==> src/rtl/sw_pkg.sv <==
// Shared command codes and small enumerations for the single-wire bus master.
// Assumes command codes are 3 bits wide; codes outside 1..5 are not commands.
package sw_pkg;

    localparam logic [2:0] OP_RESET = 3'd1;
    localparam logic [2:0] OP_WBIT  = 3'd2;
    localparam logic [2:0] OP_RBIT  = 3'd3;
    localparam logic [2:0] OP_WBYTE = 3'd4;
    localparam logic [2:0] OP_RBYTE = 3'd5;

    typedef enum logic [1:0] {
        ST_IDLE,
        ST_SLOT,
        ST_SPU
    } sw_state_e;

    typedef enum logic [1:0] {
        KIND_RST,
        KIND_W0,
        KIND_W1,
        KIND_RD
    } sw_kind_e;

endpackage

==> src/rtl/sw_us_timer.sv <==
// Microsecond timebase: a prescaler of TICKS_PER_US clocks and an elapsed-us count.
// Assumes the owner clears it on the edge that starts a timed phase; the count
// may wrap while nothing is timed, which the owner ignores.
module sw_us_timer #(
    parameter int TICKS_PER_US = 4,
    parameter int US_W         = 10
) (
    input  logic            clk,
    input  logic            rst_n,
    input  logic            clr,
    output logic            tick,
    output logic [US_W-1:0] us
);
    localparam int PRE_W = (TICKS_PER_US > 1) ? $clog2(TICKS_PER_US) : 1;

    logic [PRE_W-1:0] pre;

    assign tick = (pre == PRE_W'(TICKS_PER_US - 1));

    // Advance the prescaler and bump the microsecond count on its wrap.
    always_ff @(posedge clk) begin
        if (!rst_n || clr) begin
            pre <= '0;
            us  <= '0;
        end else if (tick) begin
            pre <= '0;
            us  <= us + 1'b1;
        end else begin
            pre <= pre + 1'b1;
        end
    end
endmodule

==> src/rtl/sw_slot_decode.sv <==
// Turns the elapsed-us count of the current slot into event strobes: release,
// sample, end of slot proper, and end including recovery. Purely combinational.
// Assumes the timer was cleared on the edge where the slot started, so an
// event at n us fires on the edge exactly n*TICKS_PER_US clocks later.
module sw_slot_decode
    import sw_pkg::*;
#(
    parameter int US_W       = 10,
    parameter int RST_LOW_US = 500,
    parameter int RST_SMP_US = 70,
    parameter int RST_WIN_US = 500,
    parameter int W1_LOW_US  = 6,
    parameter int W0_LOW_US  = 60,
    parameter int RD_LOW_US  = 1,
    parameter int RD_SMP_US  = 12,
    parameter int SLOT_US    = 70,
    parameter int REC_US     = 2
) (
    input  sw_kind_e        kind,
    input  logic            tick,
    input  logic [US_W-1:0] us,
    output logic            rel_hit,
    output logic            smp_hit,
    output logic            bit_hit,
    output logic            end_hit
);
    logic [31:0] us_next;
    logic [31:0] low_n, smp_n, fin_n;
    logic        has_smp;

    assign us_next = 32'(us) + 32'd1;

    // Pick the event times that belong to the slot kind.
    always_comb begin
        case (kind)
            KIND_RST: begin
                low_n = 32'(RST_LOW_US);
                smp_n = 32'(RST_LOW_US + RST_SMP_US);
                fin_n = 32'(RST_LOW_US + RST_WIN_US);
                has_smp = 1'b1;
            end
            KIND_W0: begin
                low_n = 32'(W0_LOW_US);
                smp_n = 32'd0;
                fin_n = 32'(SLOT_US + REC_US);
                has_smp = 1'b0;
            end
            KIND_W1: begin
                low_n = 32'(W1_LOW_US);
                smp_n = 32'd0;
                fin_n = 32'(SLOT_US + REC_US);
                has_smp = 1'b0;
            end
            default: begin
                low_n = 32'(RD_LOW_US);
                smp_n = 32'(RD_SMP_US);
                fin_n = 32'(SLOT_US + REC_US);
                has_smp = 1'b1;
            end
        endcase
    end

    // Strobe each event on the tick that completes its microsecond.
    always_comb begin
        rel_hit = tick && (us_next == low_n);
        smp_hit = tick && has_smp && (us_next == smp_n);
        bit_hit = tick && (us_next == 32'(SLOT_US));
        end_hit = tick && (us_next == fin_n);
    end
endmodule

==> src/rtl/sw_bus_master.sv <==
// Single-wire bus master: runs one host command at a time (bus reset, bit or
// byte write/read, LSB first) on an open-drain line and returns the result.
// Assumes line_in is the resolved wired-AND level, synchronised by the caller.
// Optional strong pull-up follows a byte write for SPU_US microseconds.
module sw_bus_master
    import sw_pkg::*;
#(
    parameter int TICKS_PER_US = 4,
    parameter int RST_LOW_US   = 500,
    parameter int RST_SMP_US   = 70,
    parameter int RST_WIN_US   = 500,
    parameter int W1_LOW_US    = 6,
    parameter int W0_LOW_US    = 60,
    parameter int RD_LOW_US    = 1,
    parameter int RD_SMP_US    = 12,
    parameter int SLOT_US      = 70,
    parameter int REC_US       = 2,
    parameter int SPU_US       = 10000
) (
    input  logic       clk,
    input  logic       rst_n,
    input  logic       cmd_valid,
    input  logic [2:0] cmd_op,
    input  logic [7:0] cmd_data,
    input  logic       cmd_spu,
    output logic       busy,
    output logic       done,
    output logic       presence,
    output logic [7:0] rsp_data,
    input  logic       line_in,
    output logic       drive_low,
    output logic       spu_en
);
    localparam int RST_SPAN = RST_LOW_US + RST_WIN_US;
    localparam int BIT_SPAN = SLOT_US + REC_US;
    localparam int MAX_A    = (RST_SPAN > BIT_SPAN) ? RST_SPAN : BIT_SPAN;
    localparam int MAX_US   = (SPU_US > MAX_A) ? SPU_US : MAX_A;
    localparam int US_W     = $clog2(MAX_US + 1);

    sw_state_e       state;
    logic [2:0]      op_q;
    logic [7:0]      tx_q;
    logic [7:0]      rx_q;
    logic [2:0]      bit_cnt;
    logic            spu_q;
    sw_kind_e        kind;
    logic            tick;
    logic [US_W-1:0] us;
    logic            rel_hit, smp_hit, bit_hit, end_hit;
    logic            accept, is_byte, last_bit, spu_go, spu_hit, next_bit, tmr_clr;

    assign busy     = (state != ST_IDLE);
    assign accept   = (state == ST_IDLE) && cmd_valid &&
                      (cmd_op >= OP_RESET) && (cmd_op <= OP_RBYTE);
    assign is_byte  = (op_q == OP_WBYTE) || (op_q == OP_RBYTE);
    assign last_bit = !is_byte || (bit_cnt == 3'd7);
    assign spu_go   = (state == ST_SLOT) && (op_q == OP_WBYTE) && spu_q && last_bit && bit_hit;
    assign next_bit = (state == ST_SLOT) && end_hit && !last_bit;
    assign spu_hit  = tick && ((32'(us) + 32'd1) == 32'(SPU_US));
    assign tmr_clr  = accept || spu_go || next_bit;

    // Select the slot shape from the command and the bit being sent.
    always_comb begin
        if (op_q == OP_RESET)
            kind = KIND_RST;
        else if ((op_q == OP_RBIT) || (op_q == OP_RBYTE))
            kind = KIND_RD;
        else
            kind = tx_q[0] ? KIND_W1 : KIND_W0;
    end

    sw_us_timer #(
        .TICKS_PER_US(TICKS_PER_US),
        .US_W        (US_W)
    ) u_timer (
        .clk  (clk),
        .rst_n(rst_n),
        .clr  (tmr_clr),
        .tick (tick),
        .us   (us)
    );

    sw_slot_decode #(
        .US_W      (US_W),
        .RST_LOW_US(RST_LOW_US),
        .RST_SMP_US(RST_SMP_US),
        .RST_WIN_US(RST_WIN_US),
        .W1_LOW_US (W1_LOW_US),
        .W0_LOW_US (W0_LOW_US),
        .RD_LOW_US (RD_LOW_US),
        .RD_SMP_US (RD_SMP_US),
        .SLOT_US   (SLOT_US),
        .REC_US    (REC_US)
    ) u_decode (
        .kind   (kind),
        .tick   (tick),
        .us     (us),
        .rel_hit(rel_hit),
        .smp_hit(smp_hit),
        .bit_hit(bit_hit),
        .end_hit(end_hit)
    );

    // Command sequencer: slot stepping, shifting, pull-up hold and results.
    always_ff @(posedge clk) begin
        if (!rst_n) begin
            state     <= ST_IDLE;
            op_q      <= '0;
            tx_q      <= '0;
            rx_q      <= '0;
            bit_cnt   <= '0;
            spu_q     <= 1'b0;
            done      <= 1'b0;
            presence  <= 1'b0;
            rsp_data  <= '0;
            drive_low <= 1'b0;
            spu_en    <= 1'b0;
        end else begin
            done <= 1'b0;
            case (state)
                ST_IDLE: begin
                    if (accept) begin
                        state     <= ST_SLOT;
                        op_q      <= cmd_op;
                        tx_q      <= cmd_data;
                        spu_q     <= cmd_spu && (cmd_op == OP_WBYTE);
                        bit_cnt   <= '0;
                        drive_low <= 1'b1;
                    end
                end
                ST_SLOT: begin
                    if (rel_hit)
                        drive_low <= 1'b0;
                    if (smp_hit)
                        rx_q <= {line_in, rx_q[7:1]};
                    if (spu_go) begin
                        state  <= ST_SPU;
                        spu_en <= 1'b1;
                    end else if (end_hit) begin
                        if (!last_bit) begin
                            bit_cnt   <= bit_cnt + 3'd1;
                            tx_q      <= {1'b0, tx_q[7:1]};
                            drive_low <= 1'b1;
                        end else begin
                            state <= ST_IDLE;
                            done  <= 1'b1;
                            if (op_q == OP_RESET)
                                presence <= !rx_q[7];
                            else if (op_q == OP_RBIT)
                                rsp_data <= {7'd0, rx_q[7]};
                            else if (op_q == OP_RBYTE)
                                rsp_data <= rx_q;
                        end
                    end
                end
                ST_SPU: begin
                    if (spu_hit) begin
                        spu_en <= 1'b0;
                        state  <= ST_IDLE;
                        done   <= 1'b1;
                    end
                end
                default: state <= ST_IDLE;
            endcase
        end
    end
endmodule

==> config.mk <==
export PLATFORM = sky130hd
export DESIGN_NAME = sw_bus_master
export DESIGN_NICKNAME = d
export VERILOG_FILES = /design/src/rtl/sw_pkg.sv /design/src/rtl/sw_us_timer.sv /design/src/rtl/sw_slot_decode.sv /design/src/rtl/sw_bus_master.sv
export SDC_FILE = /design/constraint.sdc
export NUM_CORES = 1
export LEC_CHECK = 0
export BUFFER_PORTS_ARGS = -buffer_cell sky130_fd_sc_hd__buf_2
export CORE_UTILIZATION = 52
export CTS_CLUSTER_DIAMETER = 150
export CTS_CLUSTER_SIZE = 16
export DETAILED_ROUTE_END_ITERATION = 6
export HOLD_SLACK_MARGIN = 0.08
export PLACE_DENSITY = 0.71
export SLEW_MARGIN = 30
export SYNTH_ARGS = -nofsm -noshare
export SYNTH_HDL_FRONTEND = slang
export SYNTH_SLANG_ARGS = --single-unit
==> constraint.sdc <==
create_clock -name clk -period 5.35 [get_ports clk]
set_input_delay 0 -clock clk [delete_from_list [all_inputs] [get_ports clk]]
set_output_delay 0 -clock clk [all_outputs]
set_load 0.05 [all_outputs]
[Yosys cells after proc, flatten, opt, wreduce, memory -nomap -nowiden]
Index checks and enable logic that the tools add are counted.
Storage, ports and cells
  register bits after elaboration: 53
  bits in latches: 0
  memory bits (writable): 0
  ROM bits: 0
  input bits: 16
  memories: 0
Operators by class
  $add $sub $neg: 4
  $mul: 0
  div/mod/pow operators: 0
  magnitude comparators: 2
  eq/ne operators: 24
  shift operators: 0
  muxes and demuxes: 39
  bitwise gates (word level): 2
  reductions and logical operators: 42
Operators by type and width (number)
  $eq A32 B10 Y1: 2
  $mux W8: 6
  $eq A32 B14 Y1 const B: 1
  $eq A32 B7 Y1 const B: 1
  $eq A32 B9 Y1: 1
  $pmux W9 S3: 1
  $pmux W10 S2: 1
  $logic_and A1 B1 Y1: 16
  $mux W2: 8
  $pmux W8 S2: 1
  $add A14 B1 Y15 const B: 1
  $add A14 B1 Y14 const B: 1
  $eq A3 B3 Y1 const B: 4
  $mux W1: 12
  $mux W3: 4
  $ne A2 B2 Y1 const B: 6
  $mux W10: 1
  $reduce_and A5 Y1: 2
  $reduce_bool A2 Y1: 4
  $eq A2 B2 Y1 const B: 3
  $logic_or A1 B1 Y1: 6
  $ne A3 B3 Y1 const B: 2
  $pmux W1 S2: 3
  $pmux W2 S3: 1
  16 further kinds: 25

[Logic depth before layout (Yosys ltp)]
Gate-level depths: netlist of run 1.
  word-level depth: 13
  mapped depth: 12

[Cells and area by module]
Synthesis of run 1 repeated with hierarchy kept, for this count alone.
Unflattened totals
  cell total of the unflattened synthesis: 436
  area, all modules: 3584.7 µm²
By module, submodules not included
  sw_bus_master: instances 1, cells each 231, area an instance 1966.9 µm², sequential area each 740.7 µm²
  sw_slot_decode: instances 1, cells each 126, area an instance 878.3 µm², sequential area each 0.0 µm²
  sw_us_timer: instances 1, cells each 79, area an instance 739.5 µm², sequential area each 320.3 µm²

[Worst setup path after synthesis of run 1]
No wires, ideal clock.
  path type: register -> register
  start point: reg u_timer.us[1]
  end point: reg rx_q[0]
  arrival: 2.843 ns
  data required time: 5.234 ns
  path slack: 2.391 ns
  cell stages (with the launch flop): 11
  cell sequence: dfxtp_1 > ha_1 > buf_2 > nand3_4 > nor4_2 > mux2i_1 > or4bb_1 > nor4bb_1 > buf_2 > mux2i_1 > nor2b_1
On the way
  longest elaborated chain between the ends: 4
Ends and longest elaborated chain
  start, declared: RTL line sw_us_timer.sv:12  | output logic [US_W-1:0] us
  start signal, assigned: RTL line sw_us_timer.sv:27  | us <= us + 1'b1;
  $add A14 B1 Y15: RTL line sw_slot_decode.sv:31  | assign us_next = 32'(us) + 32'd1;
  $eq A32 B10 Y1: RTL line sw_slot_decode.sv:66  | smp_hit = tick && has_smp && (us_next == smp_n);
  $logic_and A1 B1 Y1: RTL line sw_slot_decode.sv:66
  $reduce_and A2 Y1 (no line)
  end signal, assigned: RTL line sw_bus_master.sv:135  | rx_q <= {line_in, rx_q[7:1]};
  end, declared: RTL line sw_bus_master.sv:43  | logic [7:0] rx_q;
No other way between the ends.
A chain may end at the register's enable or synchronous reset.

[Worst setup path in the final report of run 1]
  start point: reg u_timer.us[0]
  end point: reg rx_q[4]
Same word-level chain as after synthesis.

==> metrics, run 1 <==
Synth Area in Adders 0.04799; DRT Wirelength 7.431 mm; Tightest Pin Transition 0.8365 ns; DRC errors left 0; EDFF count, synth 0; Final period util 0.6605; initial drt markers 311; CTS H-tree lvls 2; CTS tree yes; RR Startpoint u_timer.us[0]$_SDFFE_PP0P_; Layout fillers 574; mux share of post-synthesis cell area 0.08601; WP data required roughly 5.6 ns; area of the multi-input gates 0.002158 mm^2; clk root buf clkbuf_8; Clock Path Buffers 2; Core Area 0.006314 mm^2; Pwr per Cell Area between 200 and 300 mW/mm^2; Mapped Area 0.003390 mm^2; Power, Total 0.9384 mW; Max Transition Viols Final 0; Cells after Synth 393; GP Congestion 0.9485; R2R depth 9; Syn Nets 422; flop2flop setup slack roughly 1.8 ns; sequential area share after synthesis 0.3130; Port Buffers 28; TritonCTS Buffers 5; setup violators final 0; Critical Path Source u_timer.us[0]$_SDFFE_PP0P_; wire per inst 15.10 um; grt total ovfl 0; die footprint ~0.0068 mm^2; area growth from synthesis to layout 9.007%; setup TNS 0 ns; HP Class in -> reg; Slew headroom 0.4423; asr flop ratio synth 0; antenna fix cells 0; XOR/XNOR Fraction of Synth Area 0.06202; Yosys reg bits 53; Synth Flop Type dfxtp_1; maximum vdd ir drop 194.3 uV; routed vias/inst approximately 6; R2R Path End rx_q[4]$_SDFFE_PN0P_; post-synthesis simple-gate area fraction 0.2687; vias 2910; Nets 443; synthesized area per cell 8.625 um^2; Initial Utilization 0.5369; Routed Antenna Nets 0; final non-filler cell total 492; Worst Path Max Fanout 11; Yosys Warn Count 0; Worst EP arrival 3.75 ns; Die W a little over 80 um; max capacitance violation total 0; RSZ-0062 raised after global routing no; commonest non-fill, non-tap cell in the layout dfxtp_1; number of global-route vias before repair 2526; Pre-antenna DRT Iters 4; first-pass GRT wire length 11.83 mm; # IOs 29; most frequent cells in the layout dfxtp_1, nand2_1, mux2i_1, buf_2, nor2_1; # resized after CTS 0; outcome finished clean; worst-skew pair later-pin latency approximately 0.31 ns; Clock Skew 0.01066 ns; Fin Hold WS 0.07795 ns; initial antenna violation count 0; largest family of logic cells by synthesized area simple AND/OR/NAND/NOR gates; Synth cell types between 60 and 70; largest net degree at the start of global routing 56; fmax between 200 and 300 MHz; crit path to rx_q[4]$_SDFFE_PN0P_; crit path launch type flop; Std-Cell Rows 29; Synth Area in Compound Gates 0.1702; Die H about 83 um; Critical Path End Type flop; min cycle time layout 3.534 ns; Final Hold Viols 0; Sink Count 53; Leakage 1.414 nW; Clk pin slew, worst setup/hold paths around 0.11 ns; DP Wirelength 5.330 mm; crit path kind reg -> reg; layout cells sized above 1 0.1494; gr usage total 0.2235; placed cells around 480; register area 0.001061 mm^2
Yosys cell counts, drive strengths merged, types with 4 or more instances:
| library cell | number | area (um^2) |
|---|---|---|
| a21oi | 4 | 20.02 |
| xnor2 | 16 | 140.1 |
| a31o | 4 | 35.04 |
| or3 | 5 | 31.28 |
| nand3 | 18 | 107.6 |
| inv | 14 | 52.55 |
| and2 | 5 | 31.28 |
| dfxtp | 53 | 1061 |
| nand4 | 12 | 96.34 |
| a211oi | 5 | 50.05 |
| and3 | 5 | 31.28 |
| a311oi | 4 | 35.03 |
| nor2b | 12 | 75.07 |
| or2 | 8 | 50.05 |
| buf | 13 | 82.58 |
| clkbuf | 10 | 37.54 |
| nand2 | 46 | 172.7 |
| nor2 | 23 | 86.33 |
| o21ai | 12 | 60.05 |
| a2111oi | 4 | 41.29 |
| nor3 | 9 | 45.04 |
| xor2 | 8 | 70.07 |
| mux2i | 28 | 280.3 |
| o211ai | 11 | 82.58 |
| and4 | 4 | 37.54 |
| ha | 13 | 162.7 |
metal layers:
layer / wire (um) / vias up / GRT usage
met5: 0 / - / 0
met4: 156 / 0 / 0.08448
met3: 367 / 22 / 0.04066
met2: 3239 / 74 / 0.3328
met1: 3668 / 1351 / 0.3167
li1: - / 1463 / -
through the flow:
stage	setup slack (ns)	util	instance area [um^2]
after floorplan	2.391	-	3390
after global placement	1.969	0.5575	3520
after detailed placement	1.885	0.5575	3520
after CTS	1.853	0.5852	3695
after global routing	1.506	0.5852	3695
final	1.816	0.5852	3695
state kept, by name, summed over array words and instances, names as in the netlist, 2 cells and up:
name / flops
u_timer.pre: 2
tx_q: 8
op_q: 3
rsp_data: 8
rx_q: 8
state: 2
bit_cnt: 3
u_timer.us: 14
cell families after synthesis:
logic type      count (synthesis)
compound gates                 71
fa+ha+maj                      13
simple gates                  165
flops                          53
buf+inv                        38
xor+xnor                       24
mux                            29
where the power goes:
group	total (mW)	switching (mW)	leakage, nW	internal, mW
registers	0.438	0.0191	0.429	0.418
clock network	0.242	0.147	0.0423	0.0956
logic	0.259	0.158	0.942	0.101
total	0.938	0.324	1.41	0.615
worst min-delay path by stage:
stage | from | end | cells after the start
finish | cmd_data[6] | tx_q[6]$_SDFFE_PN0P_ | 4
CTS | cmd_data[7] | tx_q[7]$_SDFFE_PN0P_ | 4
floorplan | cmd_op[0] | op_q[0]$_SDFFE_PN0P_ | 1
detailed placement | cmd_op[0] | op_q[0]$_SDFFE_PN0P_ | 2
global route | cmd_data[7] | tx_q[7]$_SDFFE_PN0P_ | 4
global placement | cmd_op[0] | op_q[0]$_SDFFE_PN0P_ | 2
critical path: stages (launching register included):
cell,delay (ns)
dfxtp_1,0.56
ha_1,0.41
nand3_4,0.17
nor4_2,0.52
mux2i_1,0.37
or4bb_1,0.55
nor4bb_2,0.32
buf_4,0.25
mux2i_1,0.21
nor2b_1,0.06
cell type report:
cell class              instances  share of cell area
well taps                      77             0.02608
clock buffers                   5             0.01863
clock inverters                 3            0.007111
repair buffers                 37             0.06163
multi-input cells             302              0.5842
flip-flops and latches         53              0.2872
inverters                      15             0.01524
what timing repair did:
item / CTS / global route
setup endpoints to repair: 0 / 0
hold buffers: 8 / 0
hold endpoints to repair: 8 / 0
setup buffers: 0 / 0
No activity file was read; power rests on OpenSTA's default activity.
==> run 2, diff against run 1 <==
ABC_AREA = 1   (was default)
PLACE_DENSITY = 0.74   (was 0.71)
clock period = 3 ns   (was 5.35 ns; I/O delays follow)
==> run 2 against run 1 <==
Sequential share of layout area is 0.42 points lower. Power is 110% higher. Wire length is 1.2% higher. First-iteration DRC count is 43% lower. Area after synthesis is 3.0% lower. Utilization is 3.7 points higher. Final cell count is 30% higher. Fmax is 34% higher. Largest power group unchanged.
==> metrics, run 2 <==
Leakage 1.833 nW; Max Transition Viols Final 0; synthesized area per cell ~6.3 um^2; crit path to rsp_data[5]$_SDFFE_PN0P_; number of global-route vias before repair 2862; met1 Track Usage GR 0.3270; Final Hold Viols 0; fmax around 380 MHz; Routed Antenna Nets 0; DRC errors left 0; clk root buf clkbuf_8; setup TNS 0 ns; Worst EP arrival approximately 2.8 ns; Yosys reg bits 53; Cells after Synth 521; layout cells sized above 1 0.1252; area growth from synthesis to layout 14.08%; Synth cell types 30; Sink Count 53; Die H around 80 um; Worst Min Path Start cmd_valid; TritonCTS Buffers 5; max reg flops 14; antenna fix cells 0; Nets 595; Std-Cell Rows 28; sequential area share after synthesis 0.3228; WP data required 3.21 ns; initial drt markers 177; Syn Nets 550; Clock Path Buffers 2; main area contributors after synthesis dfxtp_1, nand2_1, inv_1; # resized after CTS 0; Tightest Pin Transition 0.5310 ns; post-synth top area share 0.3228; crit path launch type flop; Pwr per Cell Area 517.8 mW/mm^2; most frequent cells in the layout nand2_1, inv_1, nor2_1, dfxtp_1, o21ai_0; Clk pin slew, worst setup/hold paths 0.11 ns; Pre-antenna DRT Iters 4; asr flop ratio synth 0; commonest non-fill, non-tap cell in the layout nand2_1; largest register by flop count u_timer.us; Final period util 0.8777; Mapped Area 0.003287 mm^2; Commonest cells post-synth nand2_1, inv_1, nor2_1; GP Congestion 0.9219; Slew headroom 0.6460; maximum vdd ir drop 369.3 uV; Port Buffers 28; Synth Flop Type dfxtp_1; Fin Hold WS between 0.1 and 0.15 ns; # IOs 29; first-pass GRT wire length around 13 mm; RR Startpoint op_q[0]$_SDFFE_PN0P_; Die W between 80 and 90 um; GR Util met2 0.4042; Critical Path Source op_q[0]$_SDFFE_PN0P_; routed vias/inst 5.008; RSZ-0062 raised after global routing no; Layout fillers 609; grt total ovfl 0; R2R Path End rsp_data[5]$_SDFFE_PN0P_; largest net degree at the start of global routing 34; worst-skew pair later-pin latency 0.32 ns; flop2flop setup slack between 0.3 and 0.4 ns; crit path kind reg -> reg; die footprint about 0.0066 mm^2; wire per inst approximately 12 um; Yosys Warn Count 0; Core Util, Final 0.6223; Critical Path End Type flop; outcome finished clean; DRT Wirelength 7.517 mm; vias ~3200; Clock Skew 0.01624 ns; initial antenna violation count 0; Most Used Layer, Global Route met2; HP Class in -> reg; M3 GR Usage 0.03778; CTS H-tree lvls 2; Core Area roughly 0.0060 mm^2; gr usage total 0.2431; R2R depth 17; max capacitance violation total 0; Initial Utilization 0.5455; DP Wirelength around 5.5 mm; Worst Path Max Fanout 16; EDFF count, synth 0; setup violators final 0; CTS tree yes; min cycle time layout about 2.6 ns; most common cell in the netlist nand2_1; area leader, netlist dfxtp_1
-- run 2: cell count changes after synthesis, moves of 10 or more --
cell | previous run | this run
o21ai_0 | 11 | 38
o211ai_1 | 11 | 0
nor2b_1 | 12 | 0
nor2_1 | 23 | 79
mux2i_1 | 28 | 0
nand2_1 | 46 | 136
inv_1 | 14 | 79
nand3_1 | 16 | 26
xnor2_1 | 16 | 2
a21oi_1 | 4 | 34
-- run 2: timing repair --
item	CTS	global route
endpoints found under the hold margin	15	0
buffers inserted	0	0
endpoints found under the setup margin	0	0
hold buffers	17	0
-- run 2: area by class of cell --
class	count	area [um^2]	area share
inverter	82	307.8	0.08208
multi-input combinational	374	1841	0.4908
clock inverter	2	16.27	0.004338
tap	75	93.84	0.02503
timing repair buffer	50	347.8	0.09276
clock buffer	6	82.58	0.02202
sequential	53	1061	0.2829
-- run 2: through the flow --
step / instances / area, um^2 / worst slack, ns / power [mW]
after CTS: 642 / 3750 / 0.3931 / 1.952
after global routing: 642 / 3750 / 0.1399 / 2.091
after global placement: 617 / 3481 / 0.6231 / 1.473
after detailed placement: 617 / 3481 / 0.4464 / 1.487
after floorplan: 521 / 3287 / 0.7351 / 1.363
final: 642 / 3750 / 0.3670 / 1.942
-- run 2: worst max-delay path: stages (launching register included) --
cell	delay, ns
dfxtp_1	0.34
inv_1	0.09
nor2_1	0.06
a21oi_1	0.14
inv_1	0.10
a21oi_1	0.25
ha_1	0.34
inv_1	0.16
nand2_1	0.11
nand2_1	0.06
inv_1	0.05
nand2_1	0.05
nor2_2	0.16
nand2_2	0.11
nor2_4	0.15
nand2_4	0.14
a21oi_1	0.16
nor2_1	0.06
-- run 2: worst min-delay path by stage --
stage / cells after the start / endpoint
after detailed placement: 3 / rx_q[7]$_SDFFE_PN0P_
after CTS: 5 / op_q[0]$_SDFFE_PN0P_
final: 5 / op_q[0]$_SDFFE_PN0P_
after global placement: 3 / rx_q[7]$_SDFFE_PN0P_
after floorplan: 2 / rx_q[7]$_SDFFE_PN0P_
after global routing: 5 / op_q[0]$_SDFFE_PN0P_
-- run 2: power breakdown --
part | internal, mW | switching (mW)
sequential | 0.777 | 0.0393
combinational | 0.232 | 0.447
clock | 0.191 | 0.256
total | 1.20 | 0.742
-- run 2: cells by family (layout without fill, tap and decap cells) --
| logic type | count (synthesis) | after routing | share of synthesized area |
|---|---|---|---|
| AOI/OAI and AO/OA | 73 | 73 | 0.1123 |
| xor gates and xnor gates | 3 | 3 | 0.007995 |
| adders and majority gates | 13 | 13 | 0.04949 |
| buffers and inverters | 94 | 140 | 0.1172 |
| DFF | 53 | 53 | 0.3228 |
| and+or+nand+nor | 285 | 285 | 0.3902 |
-- run 2: layer usage --
layer / up-vias / share of wire
met3: 6 / 0.049
met5: - / 0
li1: 1706 / -
met1: 1437 / 0.47
met4: 0 / 0.0071
met2: 66 / 0.48
==> run 3, diff against run 2 <==
CORE_UTILIZATION = 40   (was 52)
PLACE_DENSITY = default   (was 0.74)
==> run 3 against run 2 <==
Utilization fell by 14 points. Wire length rose by 3.3%. Register-to-register slack improved by 0.09 ns. Cell area rose by 1.0%. Non-clock buffer count rose by 1. Fmax rose by 3.4%. Largest cell class unchanged. Largest power group unchanged.
==> metrics, run 3 (synthesis gave the netlist of run 2 again) <==
outcome finished clean; Clk pin slew, worst setup/hold paths ~0.12 ns; fmax 392.9 MHz; vias 3196; initial antenna violation count 0; largest register by flop count u_timer.us; Std-Cell Rows 32; number of global-route vias before repair approximately 3000; first-pass GRT wire length 13.48 mm; antenna fix cells 0; Port Buffers 28; worst-skew pair later-pin latency 0.32 ns; Power, Total 1.957 mW; Worst Min Path Start cmd_valid; Core Area between 0.007 and 0.008 mm^2; Die H about 93 um; wire per inst about 12 um; flop2flop setup slack 0.45 ns; most frequent cells in the layout nand2_1, inv_1, nor2_1, dfxtp_1, o21ai_0; commonest non-fill, non-tap cell in the layout nand2_1; Final period util 0.8484; CTS H-tree lvls 2; Max Transition Viols Final 0; Slew headroom 0.7676; HP Class in -> reg; Critical Path End Type flop; Leakage 1.845 nW; initial drt markers about 160; setup TNS 0 ns; crit path launch type flop; Nets 596; GP Congestion 0.8840; min cycle time layout 2.545 ns; most used cell, CP inv_1; Layout fillers 840; DP Wirelength 5.528 mm; die footprint around 0.0086 mm^2; # resized after CTS 0; post-CTS setup buffers 0; max capacitance violation total 0; Initial Utilization 0.4188; Worst EP arrival ~2.8 ns; area growth from synthesis to layout 15.23%; WP data required 3.23 ns; max incr delay on CP 0.35 ns; RR Startpoint op_q[1]$_SDFFE_PN0P_; gr usage total 0.1935; routed vias/inst approximately 4.8; # hold bufs at CTS 16; Pwr per Cell Area just over 500 mW/mm^2; area of the multi-input gates 0.001841 mm^2; Pre-antenna DRT Iters 4; largest net degree at the start of global routing 34; crit path kind reg -> reg; hold endpoint op_q[0]$_SDFFE_PN0P_; max reg flops 14; Routed Antenna Nets 0; pre-CTS setup slack between 0.4 and 0.5 ns; Sink Count 53; Critical-path top delay cell dfxtp_1; Final Hold Viols 0; Clock Path Buffers 2; Tightest Pin Transition 0.3486 ns; R2R Path End rsp_data[3]$_SDFFE_PN0P_; RSZ-0062 raised after global routing no; R2R depth 17; Clock Skew ~0.0084 ns; worst path buffer plus inverter count 4; Die W 92.65 um; CTS tree yes; post-route setup slack 0.4548 ns; Crit path max-delay family simple AND/OR/NAND/NOR gates; TritonCTS Buffers 5; layout cells sized above 1 0.1285; # IOs 29; Hold Path Stages 5; Worst Path Max Fanout 16; worst-path cell chain inv_1 -> nor3_1 -> a21oi_1 -> inv_1 -> a21oi_1 -> ha_1 -> inv_1 -> nand2_1 -> nand2_1 -> inv_1 -> nand2_1 -> nor2_2 -> nand2_2 -> nor2_4 -> nand2_4 -> a21oi_1 -> nor2_1; DRT Wirelength 7.763 mm; setup violators final 0; DRC errors left 0; maximum vdd ir drop 193.7 uV; grt total ovfl 0; clk root buf clkbuf_8; register area 0.001061 mm^2
==> run 3: metal layers <==
layer | GRT usage | part of all wire | wire length [um]
met1 | 0.2659 | 0.51 | 3982
met2 | 0.3198 | 0.44 | 3452
met3 | 0.03202 | 0.033 | 260
met4 | 0.03846 | 0.0088 | 68
met5 | 0 | 0 | 0
==> run 3: power breakdown <==
| group | internal [mW] | leakage, nW | switching, mW |
|---|---|---|---|
| Sequential | 0.777 | 0.430 | 0.0377 |
| Combinational | 0.232 | 1.36 | 0.448 |
| Clock | 0.177 | 0.0511 | 0.284 |
| Total | 1.19 | 1.84 | 0.770 |
==> run 3: per-stage QoR <==
step,utilization,hold WS (ns),instance area [um^2],cells
floorplan,-,0.1276,3287,521
global placement,0.4498,0.2550,3530,646
detailed placement,0.4498,0.2588,3530,646
CTS,0.4826,0.1058,3787,670
global route,0.4826,0.1250,3787,670
finish,0.4826,0.1249,3787,670
==> run 3: final cells by class <==
class / instances / share of cell area
multi-input cells: 374 / 0.4860
clock inverters: 3 / 0.007598
inverters: 82 / 0.08127
clock buffers: 5 / 0.01817
flip-flops and latches: 53 / 0.2801
repair buffers: 51 / 0.09316
well taps: 102 / 0.03370
==> run 3: worst max path at each step <==
stage	cells after the start	startpoint	end
after floorplan	14	op_q[0]$_SDFFE_PN0P_	rx_q[5]$_SDFFE_PN0P_
after global placement	14	op_q[0]$_SDFFE_PN0P_	rx_q[7]$_SDFFE_PN0P_
after detailed placement	16	op_q[2]$_SDFFE_PN0P_	rsp_data[5]$_SDFFE_PN0P_
after CTS	17	op_q[2]$_SDFFE_PN0P_	rsp_data[7]$_SDFFE_PN0P_
after global routing	17	op_q[2]$_SDFFE_PN0P_	tx_q[1]$_SDFFE_PN0P_
final	17	op_q[1]$_SDFFE_PN0P_	rsp_data[3]$_SDFFE_PN0P_
==> run 3: tightest hold or removal path, stage by stage <==
cell and delay, ns:
buf_2 0.09, nand2_1 0.05, a21oi_1 0.07, nand3_1 0.10
o21ai_0 0.09
